==> src/rtl/mbox_pkg.sv <==
package mbox_pkg;
    localparam int WORD_W  = 16;
    localparam int FIELD_W = 2 * WORD_W;
    localparam int CNT_W   = $clog2(FIELD_W + 1);

    typedef enum logic [1:0] {
        ST_IDLE  = 2'd0,
        ST_BLANK = 2'd1,
        ST_ARMED = 2'd2
    } arm_e;

    typedef struct packed {
        logic [FIELD_W-1:0] data;
        arm_e               st;
    } regs_s;

    typedef struct packed {
        logic [FIELD_W-1:0] shreg;
        logic [CNT_W-1:0]   cnt;
        logic               active;
        logic               nz;
    } shf_s;
endpackage

==> src/rtl/mbox_regfile.sv <==
module mbox_regfile
    import mbox_pkg::*;
#(
    parameter int                ADDR_W  = 4,
    parameter logic [ADDR_W-1:0] HI_ADDR = 'h2,
    parameter logic [ADDR_W-1:0] LO_ADDR = 'h3
) (
    input  logic               clk,
    input  logic               rst_n,
    input  logic [ADDR_W-1:0]  addr,
    input  logic               rd,
    input  logic               wr,
    input  logic [WORD_W-1:0]  wdata,
    input  logic               fld_start,
    output logic [WORD_W-1:0]  rdata,
    output logic [FIELD_W-1:0] data,
    output logic               armed,
    output logic               any_acc
);
    regs_s r_d, r_q;
    logic  hi_sel, lo_sel, hi_acc, lo_acc, commit;

    always_comb begin
        hi_sel  = (addr == HI_ADDR);
        lo_sel  = (addr == LO_ADDR);
        hi_acc  = (rd || wr) && hi_sel;
        lo_acc  = (rd || wr) && lo_sel;
        any_acc = hi_acc || lo_acc;
        commit  = fld_start && (r_q.st == ST_ARMED);

        r_d = r_q;
        // taking the value empties the mailbox
        if (commit) begin
            r_d.data = '0;
            r_d.st   = ST_IDLE;
        end
        // a same-cycle write still lands, for the following packet
        if (wr && hi_sel) r_d.data[FIELD_W-1:WORD_W] = wdata;
        if (wr && lo_sel) r_d.data[WORD_W-1:0]       = wdata;
        if (lo_acc) r_d.st = ST_BLANK;
        if (hi_acc) r_d.st = ST_ARMED;

        if (hi_sel)      rdata = r_q.data[FIELD_W-1:WORD_W];
        else if (lo_sel) rdata = r_q.data[WORD_W-1:0];
        else             rdata = '0;

        data  = r_q.data;
        armed = (r_q.st == ST_ARMED);
    end

    always_ff @(posedge clk or negedge rst_n) begin
        if (!rst_n) begin
            r_q.data <= '0;
            r_q.st   <= ST_IDLE;
        end else begin
            r_q <= r_d;
        end
    end

    assert_commit_clears_R6: assert property (@(posedge clk) disable iff (!rst_n)
        (commit && !wr) |=> (data == '0));

    assert_lo_blanks_R4: assert property (@(posedge clk) disable iff (!rst_n)
        lo_acc |=> !armed);

    assert_hi_arms_R3: assert property (@(posedge clk) disable iff (!rst_n)
        hi_acc |=> armed);
endmodule

==> src/rtl/pcom_shifter.sv <==
module pcom_shifter
    import mbox_pkg::*;
(
    input  logic               clk,
    input  logic               rst_n,
    input  logic               fld_start,
    input  logic               bit_en,
    input  logic               pkt_done,
    input  logic               armed,
    input  logic [FIELD_W-1:0] data,
    output logic               pcom_bit,
    output logic               done_nz
);
    localparam logic [CNT_W-1:0] LAST = CNT_W'(FIELD_W);

    shf_s s_d, s_q;

    always_comb begin
        s_d = s_q;
        if (fld_start) begin
            s_d.shreg  = armed ? data : '0;
            s_d.cnt    = '0;
            s_d.active = 1'b1;
            s_d.nz     = armed && (data != '0);
        end else begin
            if (s_q.active && bit_en && (s_q.cnt < LAST)) begin
                s_d.shreg = {s_q.shreg[FIELD_W-2:0], 1'b0};
                s_d.cnt   = s_q.cnt + 1'b1;
            end
            if (pkt_done) begin
                s_d.active = 1'b0;
                s_d.nz     = 1'b0;
            end
        end
        done_nz  = pkt_done && s_q.active && s_q.nz;
        pcom_bit = s_q.active && (s_q.cnt < LAST) && s_q.shreg[FIELD_W-1];
    end

    always_ff @(posedge clk or negedge rst_n) begin
        if (!rst_n) begin
            s_q.shreg  <= '0;
            s_q.cnt    <= '0;
            s_q.active <= 1'b0;
            s_q.nz     <= 1'b0;
        end else begin
            s_q <= s_d;
        end
    end

    assert_cnt_bound_R3: assert property (@(posedge clk) disable iff (!rst_n)
        s_q.cnt <= LAST);

    assert_blank_load_R5: assert property (@(posedge clk) disable iff (!rst_n)
        (fld_start && !armed) |=> (s_q.shreg == '0));

    assert_quiet_idle_R10: assert property (@(posedge clk) disable iff (!rst_n)
        !s_q.active |-> !pcom_bit);
endmodule

==> src/rtl/pcom_mailbox.sv <==
module pcom_mailbox
    import mbox_pkg::*;
#(
    parameter int                ADDR_W  = 4,
    parameter logic [ADDR_W-1:0] HI_ADDR = 'h2,
    parameter logic [ADDR_W-1:0] LO_ADDR = 'h3
) (
    input  logic              clk,
    input  logic              rst_n,
    input  logic [ADDR_W-1:0] reg_addr,
    input  logic              reg_rd,
    input  logic              reg_wr,
    input  logic [WORD_W-1:0] reg_wdata,
    output logic [WORD_W-1:0] reg_rdata,
    input  logic              fld_start,
    input  logic              bit_en,
    input  logic              pkt_done,
    output logic              pcom_bit,
    output logic              tx_ready
);
    logic [FIELD_W-1:0] mb_data;
    logic               mb_armed, any_acc, done_nz;
    logic               ready_d, ready_q;

    mbox_regfile #(
        .ADDR_W (ADDR_W),
        .HI_ADDR(HI_ADDR),
        .LO_ADDR(LO_ADDR)
    ) regs_i (
        .clk      (clk),
        .rst_n    (rst_n),
        .addr     (reg_addr),
        .rd       (reg_rd),
        .wr       (reg_wr),
        .wdata    (reg_wdata),
        .fld_start(fld_start),
        .rdata    (reg_rdata),
        .data     (mb_data),
        .armed    (mb_armed),
        .any_acc  (any_acc)
    );

    pcom_shifter shf_i (
        .clk      (clk),
        .rst_n    (rst_n),
        .fld_start(fld_start),
        .bit_en   (bit_en),
        .pkt_done (pkt_done),
        .armed    (mb_armed),
        .data     (mb_data),
        .pcom_bit (pcom_bit),
        .done_nz  (done_nz)
    );

    always_comb begin
        ready_d = ready_q;
        if (done_nz) ready_d = 1'b1;
        if (any_acc) ready_d = 1'b0;   // access wins over set
        tx_ready = ready_q;
    end

    always_ff @(posedge clk or negedge rst_n) begin
        if (!rst_n) ready_q <= 1'b0;
        else        ready_q <= ready_d;
    end

    assert_acc_clears_R9: assert property (@(posedge clk) disable iff (!rst_n)
        any_acc |=> !tx_ready);

    assert_nz_sets_R8: assert property (@(posedge clk) disable iff (!rst_n)
        (done_nz && !any_acc) |=> tx_ready);

    assert_hold_R8: assert property (@(posedge clk) disable iff (!rst_n)
        (!done_nz && !any_acc) |=> $stable(tx_ready));
endmodule

==> config.mk <==
export PLATFORM = sky130hd
export DESIGN_NAME = pcom_mailbox
export DESIGN_NICKNAME = d
export VERILOG_FILES = /design/src/rtl/mbox_pkg.sv /design/src/rtl/mbox_regfile.sv /design/src/rtl/pcom_shifter.sv /design/src/rtl/pcom_mailbox.sv
export SDC_FILE = /design/constraint.sdc
export NUM_CORES = 1
export LEC_CHECK = 0
export ABC_AREA = 1
export BUFFER_PORTS_ARGS = -buffer_cell sky130_fd_sc_hd__buf_2
export CAP_MARGIN = 20
export CORE_MARGIN = 5
export CORE_UTILIZATION = 52
export DETAILED_ROUTE_END_ITERATION = 8
export GPL_TIMING_DRIVEN = 0
export MAX_ROUTING_LAYER = met4
export PLACE_DENSITY = 0.76
export SYNTH_ARGS = -nofsm -noshare
export SYNTH_HDL_FRONTEND = slang
export SYNTH_SLANG_ARGS = --single-unit
==> constraint.sdc <==
create_clock -name clk -period 1.2 [get_ports clk]
set_input_delay 0.12 -clock clk [delete_from_list [all_inputs] [get_ports clk]]
set_output_delay 0.12 -clock clk [all_outputs]
set_load 0.005 [all_outputs]
# After elaboration in Yosys (flattened, before gate mapping)
# Index checks and enable logic that the tools add are counted.
# word_totals
regBits	75
out_inout_bits	18
word_cells	47
# classes
n_addsub	1
n_lt_le_gt_ge	1
n_eq_ne	3
mux	13
reduce_logical	21
# op_table
op	count
two-way mux 16 bit	4
two-way mux 40 bit	1
two-way mux 38 bit	1
two-way mux 34 bit	1
two-way mux 32 bit	1
nonzero test 32 bit	1
logical AND 1 bit	12
nonzero test 2 bit	5
== test 4 x 2 -> 1 bit, second input constant	2
adder 6 x 1 -> 6 bit, second input constant	1
less-than comparator 6 bit, second input constant	1
two-way mux 2 bit	3
nonzero test 3 bit	1
== test 2 bit, second input constant	1
logical OR 1 bit	2
two-way mux 1 bit	2

# Depth between registers and ports, before layout
# Gate-level depths: netlist of run 1.
# depth
ltp_word	5
mapped_depth	7
depth_no_buf	6

# Hierarchy
# From an unflattened synthesis of run 1, not the netlist that was laid out.
# unflattened
cells_unflattened	534
area_unflattened_um2	4062.6
# by_module_without_submodules
module	n_inst	cells_per_inst	area_per_inst_um2	seq_area_each_um2
pcom_shifter	1	281	2099.5	1001.0
mbox_regfile	1	250	1930.6	850.8
pcom_mailbox	1	3	32.5	25.0

# Least setup slack after synthesis of run 1
# Ideal clock, no wire load.
# synth_timing
kind	register -> register
from	reg shf_i.s_q[7] (netlist bit)
to	reg shf_i.s_q[10] (netlist bit)
setup_ns	0.130
arrival_time_ns	1.031
setup_slack_ns	0.039
stages_incl_launch_ff	6
n_path_buf	1
path_cell_list	dfrtp_1 > inv_1 > nand3_2 > nand2_2 > clkbuf_1 > o21ai_0
# synth_between
elab_chain_cells	3
# synth_rtl
item	line	source
start: declaration	pcom_shifter.sv:16	shf_s s_d, s_q;
less-than comparator 6 bit	pcom_shifter.sv:26	if (s_q.active && bit_en && (s_q.cnt < LAST)) begin
logical AND 1 bit	pcom_shifter.sv:26	
nonzero test 2 bit (no source line)	--	
# Every way passes these cells.
# A chain may end at the register's enable or synchronous reset.

# Final worst setup path of run 1
# layout_timing
from	in reg_addr[3]
to	out reg_rdata[12]
# layout_between
elab_chain_cells	3
elab_cells_between_ends	4
classes_between	eq/ne (2); mux (2)
# layout_rtl
item	line	source
start: declaration	pcom_mailbox.sv:10	input logic [ADDR_W-1:0] reg_addr,
== test 4 x 2 -> 1 bit	mbox_regfile.sv:25	lo_sel = (addr == LO_ADDR);
two-way mux 16 bit	mbox_regfile.sv:44	else if (lo_sel) rdata = r_q.data[WORD_W-1:0];
two-way mux 16 bit (*)	mbox_regfile.sv:43	if (hi_sel) rdata = r_q.data[FIELD_W-1:WORD_W];
end: declaration	pcom_mailbox.sv:14	output logic [WORD_W-1:0] reg_rdata,
# Mark *: on every way between the ends. The rest lies on a longest branch, timed or not.

==> flow_summary.toml, run 1 <==
[run_status]
run_status = "complete, but fails checks"
failed_checks = "negative setup slack"

[placement]
place.port_buffers = 44
detailed_place_hpwl_mm = 6.30
final_weighted_congestion_in_routability_driven_placement = 0.848

[timing]
finalCriticalPeriod_ns = 1.25
timing.clock.skew_ns = 0.00493
fmax_ghz = 0.803
timing_worst_slew_pin_value_ns = 0.336
setup_violations = 13
post-route-worst-setup-slack_ns = -0.0452
totalNegativeSetupSlack_ns = -0.330
tcrit_tclk_final_pct = 104
final_max_slew_viols = 0
worst_slew_margin_relative_to_its_limit_pct = 77.6
rsz_0062_raised_after_global_routing = "true"
hold_ws_ns = 0.0468
hold_viol_final = 0

[logic_synthesis]
mappedNetlistArea_um2 = 3590
synth_top_area_share_pct = 52.2
ys_top_cells_by_area = "sky130_fd_sc_hd__dfrtp_1 (52%), sky130_fd_sc_hd__o22ai_1 (12%), sky130_fd_sc_hd__inv_1 (9.1%)"
sequential_fraction_of_the_synthesis_area_pct = 52.2
warnings_from_yosys = 0
netlist-cell-type-count = 28
syn_avg_cell_area_um2 = 9.00
syn_nets = 427
synthCells = 399
postSynthRegisterBits = 75
synth_top_cell_by_area = "sky130_fd_sc_hd__dfrtp_1"

[min_path]
min_path_type = "primary input to register"

[drt]
vias = 3326
post_detailed_route_drc_marker_count = 0
antenna_violating_nets_post_route = 0
wl_mm = 10.4
via_density = 5.80
drt_pass1_iterations = 5
detailedRoute.firstIterationViolations = 354
wire_length_per_cell_um = 18.1

[worst_setup_path]
timing_worst_setup_path_type = "primary input to primary output"
critical_path.n_buffers_inverters = 3
critical_path.cell_chain = "buf_6 -> nor3b_4 -> nand2_4 -> buf_12 -> o22ai_2 -> buf_2"
crit_arrival_ns = 1.13
worst-path-max-fanout = 5
critical_path.max_stage_delay_ns = 0.26
critPathTopFamily = "buffers and inverters"
timing.critical_path.required_ns = 1.08
worstSetupStartpointType = "primary input"
crit_path_max_delay_cell_type = "sky130_fd_sc_hd__nor3b_4"
cp-end-kind = "primary output"

[floorplanning]
die_height_um = 93.1
coreArea_um2 = 6760
chipWidth_um = 93.1
number_of_top_level_pins = 45
std_cell_rows = 30
initial_utilization_pct = 53.2
die_area_um2 = 8670

[final_layout]
finish.utilization_pct = 70.2
num-nets-final = 516
syn2layout_area_growth_pct = 32.0
antenna-diode-count = 0
layout-drive-gt1-share_pct = 40.2

[clocking]
clkLatencyLatePin_ns = 0.35
cts_sinks = 75
clk_transition_reported_paths_ns = 0.07
clk_path_buf_depth = 2
clockRootBuffer = "sky130_fd_sc_hd__clkbuf_8"
clock_tree_from_tritoncts = "built"
cts.htree.levels = 3
cts_made_buffers = 9

[power]
power.leakage_nw = 2.21
vdd_drop_max_mv = 0.944
power.density_cell_area_nw_per_um2 = 1380

[global_routing]
grt_pass1_wl_mm = 15.5
vias_in_the_first_global_route = 3234
grt_start_max_net_pins = 54
globalRouteTotalUtil_pct = 23.6
antenna_violations_before_repair = 0
global_route.overflow_total = 0

[job]
drv_cap = 0
## Yosys cell counts
| cell | count |
|---|---|
| sky130_fd_sc_hd__a21oi_1 | 4 |
| sky130_fd_sc_hd__buf_12 | 1 |
| sky130_fd_sc_hd__buf_2 | 14 |
| sky130_fd_sc_hd__buf_6 | 3 |
| sky130_fd_sc_hd__clkbuf_1 | 1 |
| sky130_fd_sc_hd__dfrtp_1 | 75 |
| sky130_fd_sc_hd__ha_1 | 1 |
| sky130_fd_sc_hd__inv_1 | 87 |
| sky130_fd_sc_hd__inv_2 | 1 |
| sky130_fd_sc_hd__nand2_1 | 44 |
| sky130_fd_sc_hd__nand2_2 | 3 |
| sky130_fd_sc_hd__nand2_4 | 3 |
| sky130_fd_sc_hd__nand3_1 | 7 |
| sky130_fd_sc_hd__nand3_2 | 1 |
| sky130_fd_sc_hd__nand3_4 | 1 |
| sky130_fd_sc_hd__nand3b_4 | 1 |
| sky130_fd_sc_hd__nor2_1 | 28 |
| sky130_fd_sc_hd__nor2_4 | 1 |
| sky130_fd_sc_hd__nor3_1 | 2 |
| sky130_fd_sc_hd__nor3b_1 | 1 |
| sky130_fd_sc_hd__nor3b_4 | 1 |
| sky130_fd_sc_hd__o21ai_0 | 25 |
| sky130_fd_sc_hd__o21ai_1 | 10 |
| sky130_fd_sc_hd__o22ai_1 | 70 |
| sky130_fd_sc_hd__o22ai_2 | 10 |
| sky130_fd_sc_hd__o31ai_1 | 1 |
| sky130_fd_sc_hd__xnor2_1 | 2 |
| sky130_fd_sc_hd__xor2_1 | 1 |
## cells by family (layout without fill, tap and decap cells)
group / after synthesis / after routing / synth area share (%)
AOI/OAI and AO/OA: 120 / 120 / 21.3
buffers and inverters: 107 / 201 / 12.7
and+or+nand+nor: 93 / 93 / 12.6
DFF: 75 / 75 / 52.2
xor gates and xnor gates: 3 / 3 / 0.732
adders and majority gates: 1 / 1 / 0.348
## worst register-to-register path, delay by kind of cell (launching register included)
family	cells	cell delay, ns
AOI/OAI and AO/OA	2	0.22
DFF	1	0.34
buffers and inverters	2	0.22
and+or+nand+nor	3	0.37
## where the power goes
part / leakage [nW] / internal (W) / switching [W] / total, W
clock network: 0.0905 / 0.000861 / 0.000898 / 0.00176
logic: 1.10 / 0.000742 / 0.00104 / 0.00178
registers: 1.02 / 0.00282 / 0.000175 / 0.00300
total: 2.21 / 0.00443 / 0.00211 / 0.00653
## metal layers
layer	GRT usage (%)	up-vias	part of all wire, %
met4	7.33	0	2.3
li1	-	1505	-
met2	37.7	173	50
met5	-	-	0
met1	30.7	1624	41
met3	4.59	24	6.9
## cell type report
| class | count | area (um^2) |
|---|---|---|
| multi-input combinational | 217 | 1470 |
| inverter | 88 | 333 |
| buffer | 18 | 204 |
| clock buffer | 14 | 163 |
| tap | 80 | 100 |
| fill | 488 | 2010 |
| timing repair buffer | 79 | 582 |
| clock inverter | 2 | 10.0 |
| sequential | 75 | 1880 |
## registers in the layout, indices dropped and copies added, names as in the netlist
signal / cells
shf_i.s_q: 40
regs_i.r_q: 2
tx_ready: 1
regs_i.data: 32
## what timing repair did
action / in CTS / in global routing
hold buffers: 1 / 1
pin swaps: 16 / 12
gates resized for setup: 44 / 74
setup buffers: 6 / 23
gates cloned: 0 / 3
hold endpoints to repair: 22 / 1
endpoints found under the setup margin: 60 / 64
## metrics by stage
stage / cells / area, um^2 / power [W] / setup slack [ns]
2_1_floorplan: 399 / 3590 / 0.00387 / 0.0391
3_3_place_gp: 523 / 3910 / 0.00426 / -0.457
3_5_place_dp: 524 / 3940 / 0.00431 / -0.309
4_1_cts: 547 / 4310 / 0.00614 / -0.0392
5_1_grt: 573 / 4740 / 0.00683 / -0.104
6_report: 573 / 4740 / 0.00653 / -0.0452
## worst paths after layout
path	depth (start not counted)	to	slack [ns]	startpoint
hold / removal	3	regs_i.data[18]$_DFFE_PN0P_	0.05	reg_wdata[2]
hold reg to reg	2	shf_i.s_q[0]$_DFFE_PN0P_	0.49	shf_i.s_q[0]$_DFFE_PN0P_
setup reg to reg	7	shf_i.s_q[31]$_DFFE_PN0P_	-0.03	regs_i.r_q[1]$_DFFE_PN0P_
min in group asynchronous	2	shf_i.s_q[11]$_DFFE_PN0P_	0.21	rst_n
max in group asynchronous	3	shf_i.s_q[1]$_DFFE_PN0P_	0.41	rst_n
setup / recovery	6	reg_rdata[12]	-0.05	reg_addr[3]
## layout by cell type, fill, tap and decap left out, types with 3 or more instances in the layout
master                      instances
sky130_fd_sc_hd__inv_1             53
sky130_fd_sc_hd__o21ai_1           18
sky130_fd_sc_hd__clkbuf_8          11
sky130_fd_sc_hd__clkbuf_16          3
sky130_fd_sc_hd__nor2_2             3
sky130_fd_sc_hd__buf_6             10
sky130_fd_sc_hd__o21ai_0           15
sky130_fd_sc_hd__clkbuf_1           3
sky130_fd_sc_hd__nor2_1            25
sky130_fd_sc_hd__nand3_1            7
sky130_fd_sc_hd__buf_4             30
sky130_fd_sc_hd__inv_2             34
sky130_fd_sc_hd__nand2_1           42
sky130_fd_sc_hd__a21oi_1            4
sky130_fd_sc_hd__dfrtp_1           74
sky130_fd_sc_hd__buf_2             45
sky130_fd_sc_hd__buf_8              4
sky130_fd_sc_hd__nand2_4            5
sky130_fd_sc_hd__o22ai_2           32
sky130_fd_sc_hd__o22ai_1           47
(Power assumes the default switching activity.)
==> run 2: changes to the inputs <==
--- a/config.mk
+++ b/config.mk
@@ -14,6 +14,7 @@
 export GPL_TIMING_DRIVEN = 0
 export MAX_ROUTING_LAYER = met4
 export PLACE_DENSITY = 0.76
+export RECOVER_POWER = 100
 export SYNTH_ARGS = -nofsm -noshare
 export SYNTH_HDL_FRONTEND = slang
 export SYNTH_SLANG_ARGS = --single-unit
==> run 2 against run 1 <==
The flow still finishes with violations (negative setup slack). Clock power about the same. Die area did not move. Cell area about the same. Sequential cell count is the same. Count of clock-buffer cells in the layout stayed put. Combinational power about the same. Worst setup slack is essentially flat. Via count is essentially flat. Register-to-register slack hardly changed. Global-route usage did not move. Critical path type unchanged.
==> flow_summary.toml, run 2 (synthesis gave the netlist of run 1 again) <==
[worst_setup_path]
r2r.worst_path.cells = 7
worst-path-max-fanout = 5
worstSetupStartpointType = "primary input"
critical_path.max_stage_delay_ns = 0.26
critical_path.n_buffers_inverters = 3
crit_path_max_delay_cell_type = "sky130_fd_sc_hd__nor3b_4"
timing_worst_setup_path_type = "primary input to primary output"
timing.critical_path.required_ns = 1.08
crit_arrival_ns = 1.13
critical_path.cell_chain = "buf_6 -> nor3b_4 -> nand2_4 -> buf_12 -> o22ai_2 -> buf_2"
critPathTopFamily = "buffers and inverters"
cp-end-kind = "primary output"
worst-path-stages = 6

[final_layout]
syn2layout_area_growth_pct = 31.9
finish.utilization_pct = 70.1
most_common_cell_after_layout_fill_and_taps_aside = "sky130_fd_sc_hd__dfrtp_1"
top_regs = "shf_i.s_q: 40 flops, regs_i.data: 32 flops, regs_i.r_q: 2 flops"
layout_common_cells = "sky130_fd_sc_hd__dfrtp_1 (74), sky130_fd_sc_hd__inv_1 (53), sky130_fd_sc_hd__o22ai_1 (47)"
antenna-diode-count = 0
layout-drive-gt1-share_pct = 40.2
largest_register_ffs = 40
num-nets-final = 516
largest_register = "shf_i.s_q"

[timing]
timing_worst_slew_pin_value_ns = 0.649
timing.clock.skew_ns = 0.00493
totalNegativeSetupSlack_ns = -0.327
worst_slew_margin_relative_to_its_limit_pct = 56.7
final_max_slew_viols = 0
post-route-worst-setup-slack_ns = -0.0451
hold_viol_final = 0
fmax_ghz = 0.803
setup_violations = 13
finalCriticalPeriod_ns = 1.25
rsz_0062_raised_after_global_routing = "true"
tcrit_tclk_final_pct = 104

[global_routing]
grt_start_max_net_pins = 54
grt_pass1_wl_mm = 15.5
globalRouteTotalUtil_pct = 23.6
vias_in_the_first_global_route = 3234
global_route.overflow_total = 0
antenna_violations_before_repair = 0

[placement]
place.port_buffers = 44
final_weighted_congestion_in_routability_driven_placement = 0.848
detailed_place_hpwl_mm = 6.30

[drt]
antenna_violating_nets_post_route = 0
detailedRoute.firstIterationViolations = 354
post_detailed_route_drc_marker_count = 0
wire_length_per_cell_um = 18.1
wl_mm = 10.4
drt_pass1_iterations = 5
vias = 3329
via_density = 5.81

[power]
power.sequential.fraction_pct = 45.9
power.clock.fraction_pct = 26.9
power.share.combinational_pct = 27.2
vdd_drop_max_mv = 0.945
netSwitchingPower_w = 0.00211
power.leakage_nw = 2.21
power.density_cell_area_nw_per_um2 = 1380
cell_internal_pwr_w = 0.00443
power.switching_fraction_pct = 32.3

[floorplanning]
std_cell_rows = 30
number_of_top_level_pins = 45
die_height_um = 93.1
coreArea_um2 = 6760
die_area_um2 = 8670
chipWidth_um = 93.1
initial_utilization_pct = 53.2

[run_status]
failed_checks = "negative setup slack"
run_status = "complete, but fails checks"

[clocking]
clock_tree_from_tritoncts = "built"
clk_transition_reported_paths_ns = 0.07
cts_made_buffers = 9
clkLatencyLatePin_ns = 0.35
clk_path_buf_depth = 2
cts_sinks = 75
cts.htree.levels = 3
clockRootBuffer = "sky130_fd_sc_hd__clkbuf_8"

[job]
drv_cap = 0

[min_path]
hold_path_cells = 3
min_path_type = "primary input to register"
[run 2: cell types whose count changed in the layout (fill, tap and decap cells not counted)]
| cell | previous run | this run |
|---|---|---|
| sky130_fd_sc_hd__buf_4 | 30 | 29 |
| sky130_fd_sc_hd__clkbuf_2 | 0 | 1 |
[run 2: power by group through the flow]
stage,sequential [W],combinational (W),clock [W]
finish,0.00300,0.00178,0.00176
global route,0.00303,0.00191,0.00189
CTS,0.00297,0.00142,0.00175
detailed placement,0.00300,0.00131,0
global placement,0.00299,0.00127,0
floorplan,0.00297,0.000896,0
[run 2: layer usage]
| metal | GRT usage [%] | wire, um | part of all wire, % | up-vias |
|---|---|---|---|---|
| li1 | - | - | - | 1506 |
| met1 | 30.7 | 4230 | 41 | 1626 |
| met2 | 37.7 | 5180 | 50 | 169 |
| met3 | 4.59 | 739 | 7.1 | 28 |
| met4 | 7.33 | 251 | 2.4 | 0 |
| met5 | - | 0 | 0 | - |
[run 2: final cells by class]
cell class | count | area (um^2)
buffer | 18 | 204
fill | 489 | 2020
timing repair buffer | 79 | 579
inverter | 88 | 333
clock buffer | 14 | 163
multi-input combinational | 217 | 1470
clock inverter | 2 | 10.0
sequential | 75 | 1880
tap | 80 | 100
[run 2: worst paths after layout]
| path | end | start | slack [ns] |
|---|---|---|---|
| max | reg_rdata[12] | reg_addr[3] | -0.05 |
| min | regs_i.data[18]$_DFFE_PN0P_ | reg_wdata[2] | 0.05 |
| max reg2reg | shf_i.s_q[31]$_DFFE_PN0P_ | regs_i.r_q[1]$_DFFE_PN0P_ | -0.03 |
| min reg2reg | shf_i.s_q[0]$_DFFE_PN0P_ | shf_i.s_q[0]$_DFFE_PN0P_ | 0.49 |
| max in group asynchronous | shf_i.s_q[1]$_DFFE_PN0P_ | rst_n | 0.18 |
| min in group asynchronous | shf_i.s_q[11]$_DFFE_PN0P_ | rst_n | 0.33 |
[run 2: worst reg2reg max path: stages (launching register included)]
cell,delay (ns)
sky130_fd_sc_hd__dfrtp_1,0.34
sky130_fd_sc_hd__inv_1,0.05
sky130_fd_sc_hd__nor2_2,0.14
sky130_fd_sc_hd__nand2_4,0.13
sky130_fd_sc_hd__buf_4,0.17
sky130_fd_sc_hd__o22ai_1,0.12
sky130_fd_sc_hd__nand2_1,0.10
sky130_fd_sc_hd__o21ai_0,0.10
[run 2: what timing repair did]
item,4_1_cts,5_1_grt
hold endpoints to repair,22,1
setup buffers,6,23
pin swaps,16,12
resized for setup,44,74
hold buffers,1,1
setup endpoints to repair,60,64
cloned,0,3
[run 2: metrics by stage]
| stage | hold WS (ns) | setup slack (ns) | area, um^2 | power [W] | cells |
|---|---|---|---|---|---|
| final | 0.0464 | -0.0451 | 4740 | 0.00654 | 573 |
| after global routing | 0.0479 | -0.104 | 4740 | 0.00683 | 573 |
| after CTS | 0.00728 | -0.0392 | 4310 | 0.00614 | 547 |
| after detailed placement | 0.0417 | -0.309 | 3940 | 0.00431 | 524 |
| after global placement | 0.346 | -0.457 | 3910 | 0.00426 | 523 |
| after floorplan | -0.176 | 0.0391 | 3590 | 0.00387 | 399 |
==> run 3: changes to the inputs <==
--- a/config.mk
+++ b/config.mk
@@ -5,7 +5,7 @@
 export SDC_FILE = /design/constraint.sdc
 export NUM_CORES = 1
 export LEC_CHECK = 0
-export ABC_AREA = 1
+export ABC_AREA = 0
 export BUFFER_PORTS_ARGS = -buffer_cell sky130_fd_sc_hd__buf_2
 export CAP_MARGIN = 20
 export CORE_MARGIN = 5
==> run 3 against run 2 <==
The run still ends with negative setup slack left. Cell area increased by 22%. Fmax shrank 21%. Critical path type is now register to register. Register-to-register slack lost 0.35 ns. Sequential share of layout area is 6.6 points lower. Sequential power grew 16%. Largest cell class is now multi-input combinational cells. Sequential cell count unchanged.
==> flow_summary.toml, run 3 <==
[run_status]
run_status = "complete, but fails checks"
failed_checks = "negative setup slack"

[logic_synthesis]
syn_avg_cell_area_um2 = 8.85
postSynth.topFlopCell = "sky130_fd_sc_hd__dfrtp_1"
netlist-cell-type-count = 33
warnings_from_yosys = 0
ys_top_cells_by_area = "sky130_fd_sc_hd__dfrtp_1 (54%), sky130_fd_sc_hd__nand2_1 (11%), sky130_fd_sc_hd__o21ai_0 (7.1%)"
synth_top_cell_by_area = "sky130_fd_sc_hd__dfrtp_1"
synth_top_area_share_pct = 54.1
mappedNetlistArea_um2 = 3470
top_cells_by_instance_count_after_synthesis = "sky130_fd_sc_hd__nand2_1 (101), sky130_fd_sc_hd__dfrtp_1 (75), sky130_fd_sc_hd__o21ai_0 (49)"
sequential_fraction_of_the_synthesis_area_pct = 54.1
syn_nets = 420
synthMostInstantiatedCell = "sky130_fd_sc_hd__nand2_1"
synthCells = 392
postSynthRegisterBits = 75
synth_edf_count = 0
async_set_or_reset_register_ratio_after_synthesis_pct = 100

[placement]
place.port_buffers = 43
detailed_place_hpwl_mm = 6.26
place_ws_ns = -0.385
final_weighted_congestion_in_routability_driven_placement = 0.874

[global_routing]
grt_pass1_wl_mm = 18.0
vias_in_the_first_global_route = 3524
global_route.overflow_total = 0
globalRouteTotalUtil_pct = 27.9
grt_start_max_net_pins = 71
antenna_violations_before_repair = 0

[timing]
fmax_ghz = 0.633
timing.clock.skew_ns = 0.0243
rsz_0062_raised_after_global_routing = "true"
worst_slew_margin_relative_to_its_limit_pct = 57.7
setup_violations = 88
post-route-worst-setup-slack_ns = -0.379
tcrit_tclk_final_pct = 132
final_max_slew_viols = 0
finalCriticalPeriod_ns = 1.58
timing_worst_slew_pin_value_ns = 0.634
hold_viol_final = 0

[min_path]
hold_path_cells = 2
min_path_type = "primary input to register"
hold_end = "shf_i.s_q[3]$_DFFE_PN0P_"
holdCritStartpoint = "fld_start"

[floorplanning]
coreArea_um2 = 6420
std_cell_rows = 29
chipWidth_um = 91.7
number_of_top_level_pins = 45
die_area_um2 = 8410
initial_utilization_pct = 54.0
die_height_um = 91.7

[clocking]
clock_tree_from_tritoncts = "built"
clk_transition_reported_paths_ns = 0.10
cts.htree.levels = 3
clockRootBuffer = "sky130_fd_sc_hd__clkbuf_8"
cts_made_buffers = 9
clk_path_buf_depth = 2
clkLatencyLatePin_ns = 0.39
cts_sinks = 75

[final_layout]
syn2layout_area_growth_pct = 66.3
layout_common_cells = "sky130_fd_sc_hd__buf_4 (51), sky130_fd_sc_hd__dfrtp_1 (51), sky130_fd_sc_hd__buf_2 (42)"
fillerInstances = 207
top_regs = "shf_i.s_q: 40 flops, regs_i.data: 32 flops, regs_i.r_q: 2 flops"
antenna-diode-count = 0
layout-drive-gt1-share_pct = 58.6
num-nets-final = 559
largest_register = "shf_i.s_q"
largest_register_ffs = 40

[drt]
antenna_violating_nets_post_route = 0
vias = 4366
wl_mm = 17.3
detailedRoute.firstIterationViolations = 695
drt_pass1_iterations = 7
via_density = 7.12
post_detailed_route_drc_marker_count = 0
wire_length_per_cell_um = 28.2

[power]
power.switching_fraction_pct = 35.0
power.share.combinational_pct = 28.0
power.clock.fraction_pct = 30.2
cell_internal_pwr_w = 0.00542
power.leakage_nw = 2.80
design_power_total_w = 0.00835
vdd_drop_max_mv = 1.35
power.density_cell_area_nw_per_um2 = 1450
power.sequential.fraction_pct = 41.8
netSwitchingPower_w = 0.00292

[worst_setup_path]
crit_arrival_ns = 1.83
cp-startpoint = "regs_i.data[28]$_DFFE_PN0P_"
ff2ff_setup_slack_ns = -0.38
worst-path-max-fanout = 4
timing.rr.start = "regs_i.data[28]$_DFFE_PN0P_"
r2r.worst_path.cells = 4
cp-end-kind = "register"
crit-reg2reg-capture = "shf_i.s_q[0]$_DFFE_PN0P_"
timing.critical_path.required_ns = 1.45
timing_worst_setup_path_type = "register to register"
worstSetupStartpointType = "register"

[job]
drv_cap = 0
## run 3: what timing repair did
| item | in CTS | in global routing |
|---|---|---|
| endpoints found under the hold margin | 104 | 0 |
| pin swaps | 19 | 71 |
| setup buffers | 41 | 14 |
| resized for setup | 105 | 212 |
| hold buffers | 18 | 0 |
| cloned | 5 | 7 |
| endpoints found under the setup margin | 85 | 86 |
## run 3: layout make-up
| class | instances | area (um^2) | area share, % |
|---|---|---|---|
| multi-input combinational | 287 | 2140 | 37.0 |
| buffer | 27 | 304 | 5.27 |
| timing repair buffer | 129 | 1080 | 18.7 |
| tap | 77 | 96.3 | 1.67 |
| inverter | 2 | 7.51 | 0.130 |
| sequential | 75 | 1910 | 33.0 |
| clock inverter | 6 | 114 | 1.97 |
| clock buffer | 10 | 128 | 2.21 |
## run 3: metrics by stage
step,utilization [%],instance area [um^2],hold WS (ns),std cells,TNS (ns)
final,89.9,5770,0.0150,613,-13.31
after detailed placement,59.4,3810,-0.0548,513,-20.81
after floorplan,-,3470,-0.176,392,-1.70
after global routing,89.9,5770,0.0168,613,-18.71
after CTS,75.6,4860,0.0324,592,-1.13
after global placement,58.9,3780,0.339,512,-54.85
## run 3: power groups by stage
stage / combinational, W / sequential [W] / clock, W
floorplan: 0.000542 / 0.00315 / 0
global route: 0.00239 / 0.00349 / 0.00260
finish: 0.00234 / 0.00349 / 0.00252
detailed placement: 0.000824 / 0.00331 / 0
global placement: 0.000778 / 0.00329 / 0
CTS: 0.00143 / 0.00327 / 0.00239
## run 3: cells by family after synthesis
group           synth area share [%]
fa+ha+maj                      0.360
buf+inv                         4.72
xor+xnor                        1.01
simple gates                    20.3
flops                           54.1
compound gates                  18.9
mux                            0.613
## run 3: how the worst max path moves through the flow
stage                                              to  slack (ns)  depth (start not counted)
after floorplan             shf_i.s_q[10]$_DFFE_PN0P_       -0.06                          5
after global placement    regs_i.data[26]$_DFFE_PN0P_       -0.46                          1
after detailed placement    regs_i.r_q[0]$_DFFE_PN0P_       -0.39                          3
after CTS                    shf_i.s_q[0]$_DFFE_PN0P_       -0.08                          4
after global routing         shf_i.s_q[0]$_DFFE_PN0P_       -0.43                          4
final                        shf_i.s_q[0]$_DFFE_PN0P_       -0.38                          4
## run 3: per-layer routing
layer  track usage [%]  share of wire (%)
met1              34.7                 32
met2              43.5                 45
met3              5.48                 14
met4              14.2                9.4
met5                 -                  0
## run 3: critical path, cell delays in order, from the launching register on
cell and delay, ns:
sky130_fd_sc_hd__dfrtp_2 0.48, sky130_fd_sc_hd__nor4_4 0.44, sky130_fd_sc_hd__nand4_1 0.19, sky130_fd_sc_hd__o21ai_2 0.25, sky130_fd_sc_hd__nand2_1 0.09
